<file path="src/rtl/alat_pkg.sv">
package alat_pkg;

    // The output gate is open only for the one combination of the two polarities.
    function automatic logic gate_open(input logic g_n, input logic g);
        return (~g_n) & g;
    endfunction

endpackage

</file>
<file path="src/rtl/alat_hold.sv">
module alat_hold #(
    parameter int ADDR_W = 3
) (
    input  logic              clk,
    input  logic              rst,
    input  logic              hold,
    input  logic [ADDR_W-1:0] addr_in,
    output logic [ADDR_W-1:0] addr_eff
);
    typedef struct packed {
        logic [ADDR_W-1:0] addr;
    } hold_state_t;

    hold_state_t st_d, st_q;

    // Next state: follow the input while transparent, else keep.
    always_comb begin
        st_d = st_q;
        if (rst) begin
            st_d.addr = '0;
        end else if (!hold) begin
            st_d.addr = addr_in;
        end
    end

    always_ff @(posedge clk) begin
        st_q <= st_d;
    end

    // Transparent path bypasses the register so decoding needs no extra cycle.
    assign addr_eff = hold ? st_q.addr : addr_in;

endmodule

</file>
<file path="src/rtl/alat_onehot.sv">
module alat_onehot #(
    parameter int ADDR_W = 3,
    localparam int OUT_N = 1 << ADDR_W
) (
    input  logic [ADDR_W-1:0] addr,
    output logic [OUT_N-1:0]  hot
);
    for (genvar i = 0; i < OUT_N; i++) begin : g_line
        assign hot[i] = (addr == ADDR_W'(i));
    end
endmodule

</file>
<file path="src/rtl/alat_gate.sv">
module alat_gate #(
    parameter int OUT_N = 8
) (
    input  logic             gate_n,
    input  logic             gate,
    input  logic [OUT_N-1:0] hot,
    output logic [OUT_N-1:0] sel_n
);
    import alat_pkg::*;

    always_comb begin
        if (gate_open(gate_n, gate)) begin
            sel_n = ~hot;
        end else begin
            sel_n = '1;
        end
    end
endmodule

</file>
<file path="src/rtl/addr_latch_decoder.sv">
module addr_latch_decoder #(
    parameter int ADDR_W = 3,
    localparam int OUT_N = 1 << ADDR_W
) (
    input  logic              clk,
    input  logic              rst,
    input  logic [ADDR_W-1:0] addr_in,
    input  logic              hold,
    input  logic              gate_n,
    input  logic              gate,
    output logic [OUT_N-1:0]  sel_n
);
    logic [ADDR_W-1:0] addr_eff;
    logic [OUT_N-1:0]  hot;

    alat_hold #(.ADDR_W(ADDR_W)) u_hold (
        .clk      (clk),
        .rst      (rst),
        .hold     (hold),
        .addr_in  (addr_in),
        .addr_eff (addr_eff)
    );

    alat_onehot #(.ADDR_W(ADDR_W)) u_dec (
        .addr (addr_eff),
        .hot  (hot)
    );

    alat_gate #(.OUT_N(OUT_N)) u_gate (
        .gate_n (gate_n),
        .gate   (gate),
        .hot    (hot),
        .sel_n  (sel_n)
    );
endmodule

</file>
<file path="config.mk">
export PLATFORM = sky130hd
export DESIGN_NAME = addr_latch_decoder
export DESIGN_NICKNAME = d
export VERILOG_FILES = /design/src/rtl/alat_pkg.sv /design/src/rtl/alat_hold.sv /design/src/rtl/alat_onehot.sv /design/src/rtl/alat_gate.sv /design/src/rtl/addr_latch_decoder.sv
export SDC_FILE = /design/constraint.sdc
export NUM_CORES = 1
export LEC_CHECK = 0
export BUFFER_PORTS_ARGS = -buffer_cell sky130_fd_sc_hd__buf_2
export CAP_MARGIN = 25
export CORE_AREA = 3 3 40 42
export CTS_BUF_LIST = sky130_fd_sc_hd__clkbuf_8 sky130_fd_sc_hd__clkbuf_16
export DETAILED_ROUTE_END_ITERATION = 16
export DIE_AREA = 0 0 43 45
export PLACE_DENSITY = 0.54
export REMOVE_ABC_BUFFERS = 1
export SYNTH_ARGS = -nofsm -noshare
export SYNTH_HDL_FRONTEND = slang
export SYNTH_SLANG_ARGS = --single-unit
</file>
<file path="constraint.sdc">
create_clock -name clk -period 1.6 [get_ports clk]
set_input_delay 0 -clock clk [delete_from_list [all_inputs] [get_ports clk]]
set_output_delay 0 -clock clk [all_outputs]
set_load 0.01 [all_outputs]
</file>
Word-level counts from Yosys, hierarchy flattened
Cells that the tools add are included.
{"block": "word_totals", "regBits": 3, "input_bits": 8, "output_inout_bits": 8, "word_cells": 14}
{"block": "classes", "eq_ne": 7, "mux": 2, "bitwise_logic": 3, "reduce_logical": 1}
{"op": "$eq A3 B3 Y1 const B", "n": 4}
{"op": "$mux W8", "n": 1}
{"op": "$not A8 Y8", "n": 1}
{"op": "$eq A3 B2 Y1 const B", "n": 2}
{"op": "$eq A3 B1 Y1 const B", "n": 1}
{"op": "$logic_not A3 Y1", "n": 1}
{"op": "$mux W3", "n": 1}
{"op": "$and A1 B1 Y1", "n": 1}
{"op": "$not A1 Y1", "n": 1}

Logic depth before layout (Yosys ltp)
Gate-level depths: netlist of run 1.
{"block": "depth", "word_depth": 4, "mapped_depth": 3, "ltp_nobuf": 2}

By module
A second synthesis of run 1 with hierarchy kept.
{"block": "hier_totals", "hier_cells": 26, "hier_area_um2": 257.7}
{"module": "alat_hold", "n_inst": 1, "cells_per_inst": 9, "area_each_um2": 127.6, "seq_area_each_um2": 60.1}
{"module": "alat_gate", "n_inst": 1, "cells_per_inst": 9, "area_each_um2": 65.1, "seq_area_each_um2": 0.0}
{"module": "alat_onehot", "n_inst": 1, "cells_per_inst": 8, "area_each_um2": 65.1, "seq_area_each_um2": 0.0}

Least setup slack after synthesis of run 1
OpenSTA, ideal clock, no wires.
{"block": "synth_timing", "kind": "register to output", "from": "reg u_hold.st_q[0] (netlist bit)", "to": "out sel_n[2]", "t_arrival_ns": 0.820, "t_required_ns": 1.600, "slack_ns": 0.780, "path_stages_with_launch": 3, "path_buffers": 0, "cell_sequence": "dfxtp_1 and3b_4 o211ai_1"}
{"block": "synth_between", "elab_chain_len": 4}
{"item": "start, declared", "line_no": "alat_hold.sv:14", "text": "hold_state_t st_d, st_q;"}
{"item": "start signal, assigned", "line_no": "alat_hold.sv:27", "text": "st_q <= st_d;"}
{"item": "$mux W3", "line_no": "alat_hold.sv:31", "text": "assign addr_eff = hold ? st_q.addr : addr_in;"}
{"item": "$eq A3 B2 Y1", "line_no": "alat_onehot.sv:9", "text": "assign hot[i] = (addr == ADDR_W'(i));"}
{"item": "$not A8 Y8", "line_no": "alat_gate.sv:13", "text": "sel_n = ~hot;"}
{"item": "$mux W8", "line_no": "alat_gate.sv:12", "text": "if (gate_open(gate_n, gate)) begin"}
{"item": "end, declared", "line_no": "addr_latch_decoder.sv:11", "text": "output logic [OUT_N-1:0] sel_n"}
Every way passes these cells.

Final worst setup path of run 1
{"block": "layout_timing", "from": "reg u_hold.st_q[0] (netlist bit)", "to": "out sel_n[6]"}
{"block": "layout_between", "elab_chain_len": 4}
{"item": "$mux W3", "line_no": "alat_hold.sv:31"}
{"item": "$eq A3 B3 Y1", "line_no": "alat_onehot.sv:9"}
{"item": "$not A8 Y8", "line_no": "alat_gate.sv:13"}
{"item": "$mux W8", "line_no": "alat_gate.sv:12"}
Every way passes these cells.

==> results of run 1 <==
-- final cells by class --
| class | count | area, µm² |
|---|---|---|
| multi-input combinational | 24 | 200 |
| tap | 15 | 18.8 |
| clock inverter | 1 | 3.75 |
| clock buffer | 3 | 41.3 |
| timing repair buffer | 16 | 85.1 |
| sequential | 3 | 60.1 |
| fill | 133 | 876 |
-- per-stage QoR --
stage / cell area (µm²) / util / power, mW
2_1_floorplan: 260 / - / 0.116
3_3_place_gp: 354 / 0.276 / 0.142
3_5_place_dp: 354 / 0.276 / 0.143
4_1_cts: 409 / 0.318 / 0.362
5_1_grt: 409 / 0.318 / 0.376
6_report: 409 / 0.318 / 0.354
-- layer usage --
metal | GRT usage | vias up | part of all wire | routed length (µm)
li1 | - | 151 | - | -
met1 | 0.0962 | 113 | 0.50 | 347
met2 | 0.108 | 14 | 0.41 | 280
met3 | 0.0199 | 0 | 0.090 | 62
met4 | 0.0542 | 0 | 0 | 0
met5 | 0 | - | 0 | 0
-- cells by family (layout without fill, tap and decap cells) --
kind of cell           after synthesis  count (layout)  share of synthesized area
and+or+nand+nor                     12              12                      0.314
AOI/OAI and AO/OA                    8               8                      0.218
muxes                                4               4                      0.195
DFF                                  3               3                      0.218
buffers and inverters                2              20                     0.0545
-- power by group --
group | total, mW | leakage (nW) | switching [mW] | internal [mW]
sequential | 0.0847 | 0.0248 | 0.00483 | 0.0799
combinational | 0.0584 | 0.114 | 0.0300 | 0.0285
clock | 0.211 | 0.0269 | 0.0475 | 0.163
-- synth_stat cells, drive strengths merged --
| cell | number |
|---|---|
| nor3 | 1 |
| o211ai | 8 |
| mux2 | 1 |
| buf | 2 |
| and3 | 1 |
| nor2 | 3 |
| mux2i | 3 |
| dfxtp | 3 |
| and3b | 3 |
| nor2b | 1 |
| nor3b | 3 |
-- critical path, stage by stage, from the launching register on --
cell	delay, ns
sky130_fd_sc_hd__dfxtp_1	0.38
sky130_fd_sc_hd__and3b_4	0.23
sky130_fd_sc_hd__o211ai_1	0.17
sky130_fd_sc_hd__buf_2	0.16
-- what timing repair did --
action,CTS,global route
endpoints found under the hold margin,3,0
resized for setup,0,0
hold buffers,1,0
-- worst max path at each step --
| stage | to | cells after the start | slack [ns] |
|---|---|---|---|
| 3_3_place_gp | sel_n[6] | 3 | 0.67 |
| 5_1_grt | sel_n[2] | 3 | 0.39 |
| 4_1_cts | sel_n[6] | 3 | 0.44 |
| 2_1_floorplan | sel_n[2] | 2 | 0.78 |
| 3_5_place_dp | sel_n[6] | 3 | 0.67 |
| 6_report | sel_n[6] | 3 | 0.45 |
-- placed cells by master (no fill, tap or decap) --
| cell | netlist | routed |
|---|---|---|
| sky130_fd_sc_hd__nor2_1 | 3 | 3 |
| sky130_fd_sc_hd__nor2b_1 | 1 | 1 |
| sky130_fd_sc_hd__buf_2 | 0 | 15 |
| sky130_fd_sc_hd__mux2_2 | 1 | 1 |
| sky130_fd_sc_hd__dfxtp_1 | 3 | 3 |
| sky130_fd_sc_hd__nor3_1 | 1 | 1 |
| sky130_fd_sc_hd__mux2i_4 | 1 | 1 |
| sky130_fd_sc_hd__and3_1 | 1 | 1 |
| sky130_fd_sc_hd__and3b_1 | 2 | 2 |
| sky130_fd_sc_hd__nor3b_1 | 2 | 2 |
| sky130_fd_sc_hd__inv_1 | 0 | 1 |
| sky130_fd_sc_hd__nor3b_2 | 1 | 1 |
| sky130_fd_sc_hd__dlygate4sd3_1 | 0 | 1 |
| sky130_fd_sc_hd__and3b_4 | 1 | 1 |
| sky130_fd_sc_hd__mux2i_1 | 2 | 2 |
| sky130_fd_sc_hd__o211ai_1 | 8 | 8 |
| sky130_fd_sc_hd__clkbuf_8 | 0 | 3 |
==> impl_metrics.csv, run 1 <==
group,metric,value,unit
status,status,"complete, no violations",
cts,htreeDepth,1,
synthesis,syn-mean-instance-area,9.49,µm²
pwr,power_per_cell_area,865,mW/mm²
cts,cts_buffers,3,
floorplan,die_y,45,µm
final_layout,design.final.nets,56,
timing,setup_ws,0.447,ns
timing,setup_repair_after_global_routing_missed_its_margin,"false",
place,gp_routability_congestion,0.690,
routing,routed_wl,689,µm
global_routing,grt_overflow,0,
final_layout,reg.largest.list,"u_hold.st_q x3",
pwr,leakage,0.165,nW
global_routing,grt.total_usage,0.0749,
worst_setup_path,worstPathRequired,1.60,ns
min_path,hold_start,"addr_in[1]",
routing,wire_per_inst,11.1,µm
floorplan,io_pins,16,
synthesis,syn-instance-count,29,
floorplan,floorplan.initialDensity,0.214,
synthesis,yosys_register_bits,3,
worst_setup_path,worstSetupEndpointType,"primary output",
synthesis,synth_seq_area_share,0.218,
timing,fin_setup_tns,0,ns
cts,tritoncts,"built",
worst_setup_path,setup.worst_path.start,"u_hold.st_q[0]",
global_routing,antenna_found_initial,0,
cts,worst_skew_pair_latency,0.21,ns
synthesis,post_synth_main_area_contributors,"sky130_fd_sc_hd__dfxtp_1 (22%), sky130_fd_sc_hd__o211ai_1 (22%), sky130_fd_sc_hd__mux2i_4 (8.2%)",
timing,fin_skew,0,ns
routing,antenna_violating_nets_post_route,0,
min_path,timing.hold.worst_endpoint,"u_hold.st_q[1]",
worst_setup_path,setup.worst_path.start_class,"flip-flop",
place,post-place-ws,0.667,ns
final_layout,fraction_of_layout_cells_with_a_size_suffix_above_1,0.468,
synthesis,synth.lib_cells_used.distinct,15,
routing,drt_first_pass_iters,4,
worst_setup_path,worst_setup_slack_for_register_to_register_paths,0.89,ns
synthesis,post-synth-top-area-cell,"sky130_fd_sc_hd__dfxtp_1",
timing,timing.max_slew.rel_slack,0.664,
final_layout,largest_register_ff_count,3,
final_layout,insertedDiodeCount,0,
worst_setup_path,worstSetupPathType,"flip-flop to primary output",
synthesis,synth_warnings,0,
synthesis,synth.cell_area,275,µm²
timing,report.final.hold_viol_count,0,
min_path,min_path_cells,3,
worst_setup_path,arrival_time_reported_for_the_critical_path_endpoint,1.15,ns
floorplan,dieWidth,43,µm
final_layout,top_register,"u_hold.st_q",
worst_setup_path,worst_flop_to_flop_path_startpoint,"u_hold.st_q[2]",
flow_run,maxCapViolCount,0,
place,number_of_port_buffers,15,
final_layout,layout-area-overhead-vs-synth,48.6,%
routing,drc,0,
timing,maxClockFrequency,867,MHz
floorplan,die_area,0.00194,mm²
floorplan,rows,13,
routing,first_iter_violations,3,
pwr,worst_ir_drop_vdd,0.503,mV
worst_setup_path,critical_register_to_register_path_endpoint,"u_hold.st_q[2]",
cts,ctsRootBufferMaster,"sky130_fd_sc_hd__clkbuf_8",
timing,slew_violations,0,
min_path,timing.hold.worst.class,"input port to flip-flop",
global_routing,grt_pass1_wl,1080,µm
routing,routed-via-count,278,
routing,vias_per_cell,4.48,
synthesis,fraction_of_synthesized_cell_area_taken_by_the_top_area_cell_type,0.218,
global_routing,grt_pass1_vias,255,
cts,clock_tree.buffer_depth,2,
worst_setup_path,worstRegToRegCells,2,
cts,clock_sink_count,3,
cts,clk_pin_slew,0.03,ns
final_layout,layout.cells.non_filler,62,
global_routing,grt_start_max_net_pins,13,
place,placedCellCount,57,
timing,post-route-min-period,1.15,ns
floorplan,core_area,0.00128,mm²
timing,worst_hold_slack,0.0928,ns
worst_setup_path,largest_fanout_on_the_critical_path,5,
timing,final.period_utilization,0.721,
cts,postCtsSetupBuffers,0,
timing,worstMarginPinSlew,0.503,ns
timing,count_of_final_setup_violators,0,
No activity file was read; power rests on OpenSTA's default activity.
==> run 2, diff against run 1 <==
- PLACE_DENSITY: 0.54 -> 0.55
- clock period: 1.6 -> 1 ns (I/O delays scaled with it)
==> impl_metrics.csv, run 2 (synthesis gave the netlist of run 1 again) <==
group,metric,value,unit
worst_setup_path,critical_path_cell_list,"and3b_4, o211ai_1, buf_2",
cts,clock_sink_count,3,
cts,clock_tree.buffer_depth,2,
floorplan,die_area,0.00194,mm²
status,failing_checks,"negative setup slack",
timing,post-route-min-period,1.09,ns
place,number_of_port_buffers,15,
pwr,p_int,0.438,mW
timing,setup_ws,-0.0930,ns
timing,maxClockFrequency,915,MHz
global_routing,grt_pass1_vias,284,
place,placed_instance_area,362,µm²
routing,routed-via-count,304,
floorplan,die_y,45,µm
timing,count_of_final_setup_violators,8,
routing,routed_wl,698,µm
flow_run,maxCapViolCount,0,
floorplan,rows,13,
timing,fin_setup_tns,-0.525,ns
pwr,leakage,0.176,nW
floorplan,dieWidth,43,µm
worst_setup_path,worstPathRequired,1.00,ns
final_layout,insertedDiodeCount,0,
pwr,power_per_cell_area,1330,mW/mm²
min_path,timing.hold.worst.class,"input port to flip-flop",
final_layout,top_register,"u_hold.st_q",
cts,cts_buffers,3,
worst_setup_path,worstSetupEndpointType,"primary output",
final_layout,stdcell_area,429,µm²
routing,first_iter_violations,1,
final_layout,mostFrequentLayoutCells,"sky130_fd_sc_hd__buf_2 (15), sky130_fd_sc_hd__o211ai_1 (8), sky130_fd_sc_hd__nor2_1 (3), sky130_fd_sc_hd__clkbuf_8 (3)",
pwr,worst_ir_drop_vdd,1.00,mV
worst_setup_path,cp_max_stage_cell,"sky130_fd_sc_hd__dfxtp_4",
routing,vias_per_cell,4.83,
global_routing,antenna_found_initial,0,
cts,worst_skew_pair_latency,0.21,ns
place,gp_routability_congestion,0.710,
pwr,switchingPower,0.131,mW
timing,final.period_utilization,1.09,
worst_setup_path,setup.worst_path.start_class,"flip-flop",
final_layout,post-route-util,0.334,
final_layout,largest_register_ff_count,3,
pwr,p_seq_frac,0.238,
timing,fin_skew,0,ns
pwr,design_power_total,0.569,mW
cts,htreeDepth,1,
global_routing,grt_start_max_net_pins,9,
pwr,switching_share,0.231,
routing,drc,0,
final_layout,fraction_of_layout_cells_with_a_size_suffix_above_1,0.542,
global_routing,grt_overflow,0,
final_layout,reg.largest.list,"u_hold.st_q x3",
worst_setup_path,arrival_time_reported_for_the_critical_path_endpoint,1.09,ns
floorplan,core_area,0.00128,mm²
pwr,power_frac_clock,0.589,
final_layout,design.final.nets,57,
routing,antenna_violating_nets_post_route,0,
floorplan,io_pins,16,
timing,setup_repair_after_global_routing_missed_its_margin,"true",
routing,wire_per_inst,11.1,µm
final_layout,layout.cells.most_common,"sky130_fd_sc_hd__buf_2",
timing,report.final.hold_viol_count,0,
routing,drt_first_pass_iters,2,
final_layout,layout-area-overhead-vs-synth,55.9,%
worst_setup_path,largest_fanout_on_the_critical_path,5,
global_routing,grt.total_usage,0.0791,
global_routing,grt_pass1_wl,1160,µm
status,status,"finished with violations",
worst_setup_path,critPathMaxStageDelay,0.34,ns
worst_setup_path,worstSetupPathType,"flip-flop to primary output",
timing,worstMarginPinSlew,0.521,ns
timing,timing.max_slew.rel_slack,0.652,
cts,clk_pin_slew,0.03,ns
pwr,power.combinational.fraction,0.174,
cts,ctsRootBufferMaster,"sky130_fd_sc_hd__clkbuf_8",
cts,tritoncts,"built",
floorplan,floorplan.initialDensity,0.214,
timing,slew_violations,0,
run 2: cell count changes in the layout (fill, tap and decap cells not counted):
cell,delta
sky130_fd_sc_hd__dfxtp_1,-3
sky130_fd_sc_hd__buf_4,+1
sky130_fd_sc_hd__dfxtp_2,+1
sky130_fd_sc_hd__mux2_2,-1
sky130_fd_sc_hd__dfxtp_4,+2
sky130_fd_sc_hd__mux2_4,+1
run 2: per-layer routing:
layer / wire [µm] / GRT usage
met4: 0 / 0.0181
met5: 0 / 0
met2: 283 / 0.117
met3: 62 / 0.0398
met1: 353 / 0.104
run 2: cell type report:
cell class / count / area, µm²
multi-input cells: 24 / 204
fillers: 132 / 856
well taps: 15 / 18.8
repair buffers: 17 / 92.6
flip-flops and latches: 3 / 68.8
clock buffers: 3 / 41.3
clock inverters: 1 / 3.75
run 2: worst paths after layout:
check,startpoint,to,slack (ns),cells after the start
max reg2reg,u_hold.st_q[2],u_hold.st_q[2],0.30,2
min,addr_in[1],u_hold.st_q[1],0.1,3
max,u_hold.st_q[0],sel_n[2],-0.09,3
min reg2reg,u_hold.st_q[1],u_hold.st_q[1],0.53,2
run 2: power groups by stage:
stage	Combinational [mW]	Sequential (mW)	Clock [mW]
3_3_place_gp	0.0938	0.137	0
5_1_grt	0.109	0.136	0.366
6_report	0.0989	0.135	0.335
3_5_place_dp	0.0939	0.138	0
2_1_floorplan	0.0506	0.136	0
4_1_cts	0.0996	0.138	0.343
run 2: timing repair:
item	4_1_cts	5_1_grt
endpoints found under the setup margin	8	8
endpoints found under the hold margin	3	0
cloned	0	0
gates resized for setup	4	2
hold buffers	1	0
setup buffers	0	0
pin swaps	5	2
run 2: stage by stage:
step	hold slack, ns	setup slack [ns]	instances
2_1_floorplan	0.0724	0.180	27
3_3_place_gp	0.198	0.0672	58
3_5_place_dp	0.201	0.0784	58
4_1_cts	0.0960	-0.0869	63
5_1_grt	0.124	-0.154	63
6_report	0.0974	-0.0930	63
run 2: critical path, delay by kind of cell (launching register included):
| family | cells | cell delay, ns |
|---|---|---|
| flip-flops | 1 | 0.34 |
| AND/OR/NAND/NOR | 1 | 0.29 |
| buffers and inverters | 1 | 0.17 |
| AO/OA/AOI/OAI | 1 | 0.08 |
==> run 3, diff against run 2 <==
- CELL_PAD_IN_SITES_DETAIL_PLACEMENT: default -> 2
- CELL_PAD_IN_SITES_GLOBAL_PLACEMENT: default -> 2
- PLACE_DENSITY: 0.55 -> 0.8
- clock period: 1 -> 1.4 ns (I/O delays scaled with it)
==> impl_metrics.csv, run 3 (synthesis gave the netlist of run 1 again) <==
group,metric,value,unit
status,status,"complete, no violations",
cts,ctsRootBufferMaster,"sky130_fd_sc_hd__clkbuf_8",
routing,routed-via-count,300,
worst_setup_path,worstPathRequired,1.40,ns
floorplan,rows,13,
routing,drc,0,
cts,htreeDepth,1,
timing,count_of_final_setup_violators,0,
floorplan,floorplan.initialDensity,0.214,
final_layout,post-route-util,0.318,
worst_setup_path,setup.worst_path.start_class,"flip-flop",
timing,worstMarginPinSlew,0.507,ns
worst_setup_path,cp_max_stage_cell,"sky130_fd_sc_hd__dfxtp_1",
timing,setup_repair_after_global_routing_missed_its_margin,"false",
worst_setup_path,path_buf_inv,1,
cts,worst_skew_pair_latency,0.21,ns
worst_setup_path,arrival_time_reported_for_the_critical_path_endpoint,1.16,ns
routing,antenna_violating_nets_post_route,0,
timing,fin_skew,0,ns
pwr,worst_ir_drop_vdd,0.653,mV
routing,drt_first_pass_iters,1,
final_layout,largest_register_ff_count,3,
final_layout,reg.largest.list,"u_hold.st_q x3",
place,gp_routability_congestion,0.641,
floorplan,dieWidth,43,µm
cts,clock_tree.buffer_depth,2,
final_layout,layout.cells.most_common,"sky130_fd_sc_hd__buf_2",
min_path,timing.hold.worst.class,"input port to flip-flop",
floorplan,io_pins,16,
global_routing,grt_overflow,0,
routing,routed_wl,800,µm
cts,clock_sink_count,3,
final_layout,mostFrequentLayoutCells,"sky130_fd_sc_hd__buf_2 (15), sky130_fd_sc_hd__o211ai_1 (8), sky130_fd_sc_hd__nor2_1 (3), sky130_fd_sc_hd__clkbuf_8 (3), sky130_fd_sc_hd__dfxtp_1 (3)",
timing,timing.max_slew.rel_slack,0.662,
cts,clk_pin_slew,0.03,ns
worst_setup_path,worstSetupEndpointType,"primary output",
cts,tritoncts,"built",
pwr,power_per_cell_area,996,mW/mm²
final_layout,layout-area-overhead-vs-synth,48.6,%
worst_setup_path,critical_path_cell_list,"and3b_4, o211ai_1, buf_2",
routing,vias_per_cell,4.84,
routing,wire_per_inst,12.9,µm
final_layout,design.final.nets,56,
timing,report.final.hold_viol_count,0,
pwr,leakage,0.165,nW
routing,first_iter_violations,0,
place,number_of_port_buffers,15,
final_layout,top_register,"u_hold.st_q",
timing,final.period_utilization,0.828,
worst_setup_path,critPathMaxStageDelay,0.39,ns
worst_setup_path,largest_fanout_on_the_critical_path,5,
cts,cts_hold_buffers,1,
worst_setup_path,timing.critical_path.max_delay_family,"flip-flops",
pwr,design_power_total,0.407,mW
global_routing,grt_pass1_wl,1390,µm
global_routing,grt_start_max_net_pins,13,
floorplan,die_y,45,µm
worst_setup_path,worstSetupPathType,"flip-flop to primary output",
timing,maxClockFrequency,863,MHz
timing,fin_setup_tns,0,ns
floorplan,die_area,0.00194,mm²
final_layout,insertedDiodeCount,0,
cts,post_cts_sizing,0,
global_routing,antenna_found_initial,0,
timing,post-route-min-period,1.16,ns
floorplan,core_area,0.00128,mm²
flow_run,maxCapViolCount,0,
timing,slew_violations,0,
global_routing,grt_pass1_vias,301,
global_routing,grt.total_usage,0.0991,
cts,postCtsSetupBuffers,0,
final_layout,fraction_of_layout_cells_with_a_size_suffix_above_1,0.468,
cts,cts_buffers,3,
place,detailed_place_hpwl,662,µm
## run 3: cell count changes in the layout (fill, tap and decap cells not counted)
cell,change
sky130_fd_sc_hd__dfxtp_1,+3
sky130_fd_sc_hd__mux2_2,+1
sky130_fd_sc_hd__dfxtp_2,-1
sky130_fd_sc_hd__mux2_4,-1
sky130_fd_sc_hd__dfxtp_4,-2
sky130_fd_sc_hd__buf_4,-1
## run 3: final timing paths
| kind | slack, ns | cells after the start | start | to |
|---|---|---|---|---|
| hold / removal | 0.09 | 3 | addr_in[1] | u_hold.st_q[1] |
| hold reg to reg | 0.58 | 2 | u_hold.st_q[1] | u_hold.st_q[1] |
| setup / recovery | 0.24 | 3 | u_hold.st_q[0] | sel_n[2] |
| setup reg to reg | 0.68 | 2 | u_hold.st_q[2] | u_hold.st_q[2] |
## run 3: layout make-up
cell class / instances / area (µm²)
timing repair buffer: 16 / 85.1
clock inverter: 1 / 3.75
multi-input combinational: 24 / 200
clock buffer: 3 / 41.3
fill: 157 / 876
sequential: 3 / 60.1
tap: 15 / 18.8
## run 3: per-layer routing
layer	vias to the layer above	share of wire	routed length, µm	GRT usage
met5	-	0	0	0
met4	0	0.018	14	0.0723
met3	2	0.063	50	0.0239
met2	12	0.48	386	0.165
met1	138	0.44	348	0.111
li1	148	-	-	-
## run 3: through the flow
stage	cell area, µm²	worst slack [ns]	hold WS [ns]	instances
floorplan	260	0.580	0.0724	27
global placement	354	0.490	0.197	57
detailed placement	354	0.461	0.197	57
CTS	409	0.230	0.0946	62
global route	409	0.142	0.115	62
finish	409	0.241	0.0930	62
## run 3: worst min-delay path: stages
cell,delay (ns)
sky130_fd_sc_hd__buf_2,0.12
sky130_fd_sc_hd__mux2i_1,0.08
sky130_fd_sc_hd__nor2_1,0.07
## run 3: power by group
group	internal (mW)	leakage, nW	switching (mW)	total, mW
Combinational	0.0325	0.114	0.0353	0.0678
Sequential	0.0913	0.0248	0.00601	0.0974
Clock	0.187	0.0269	0.0558	0.242
Total	0.310	0.165	0.0971	0.407
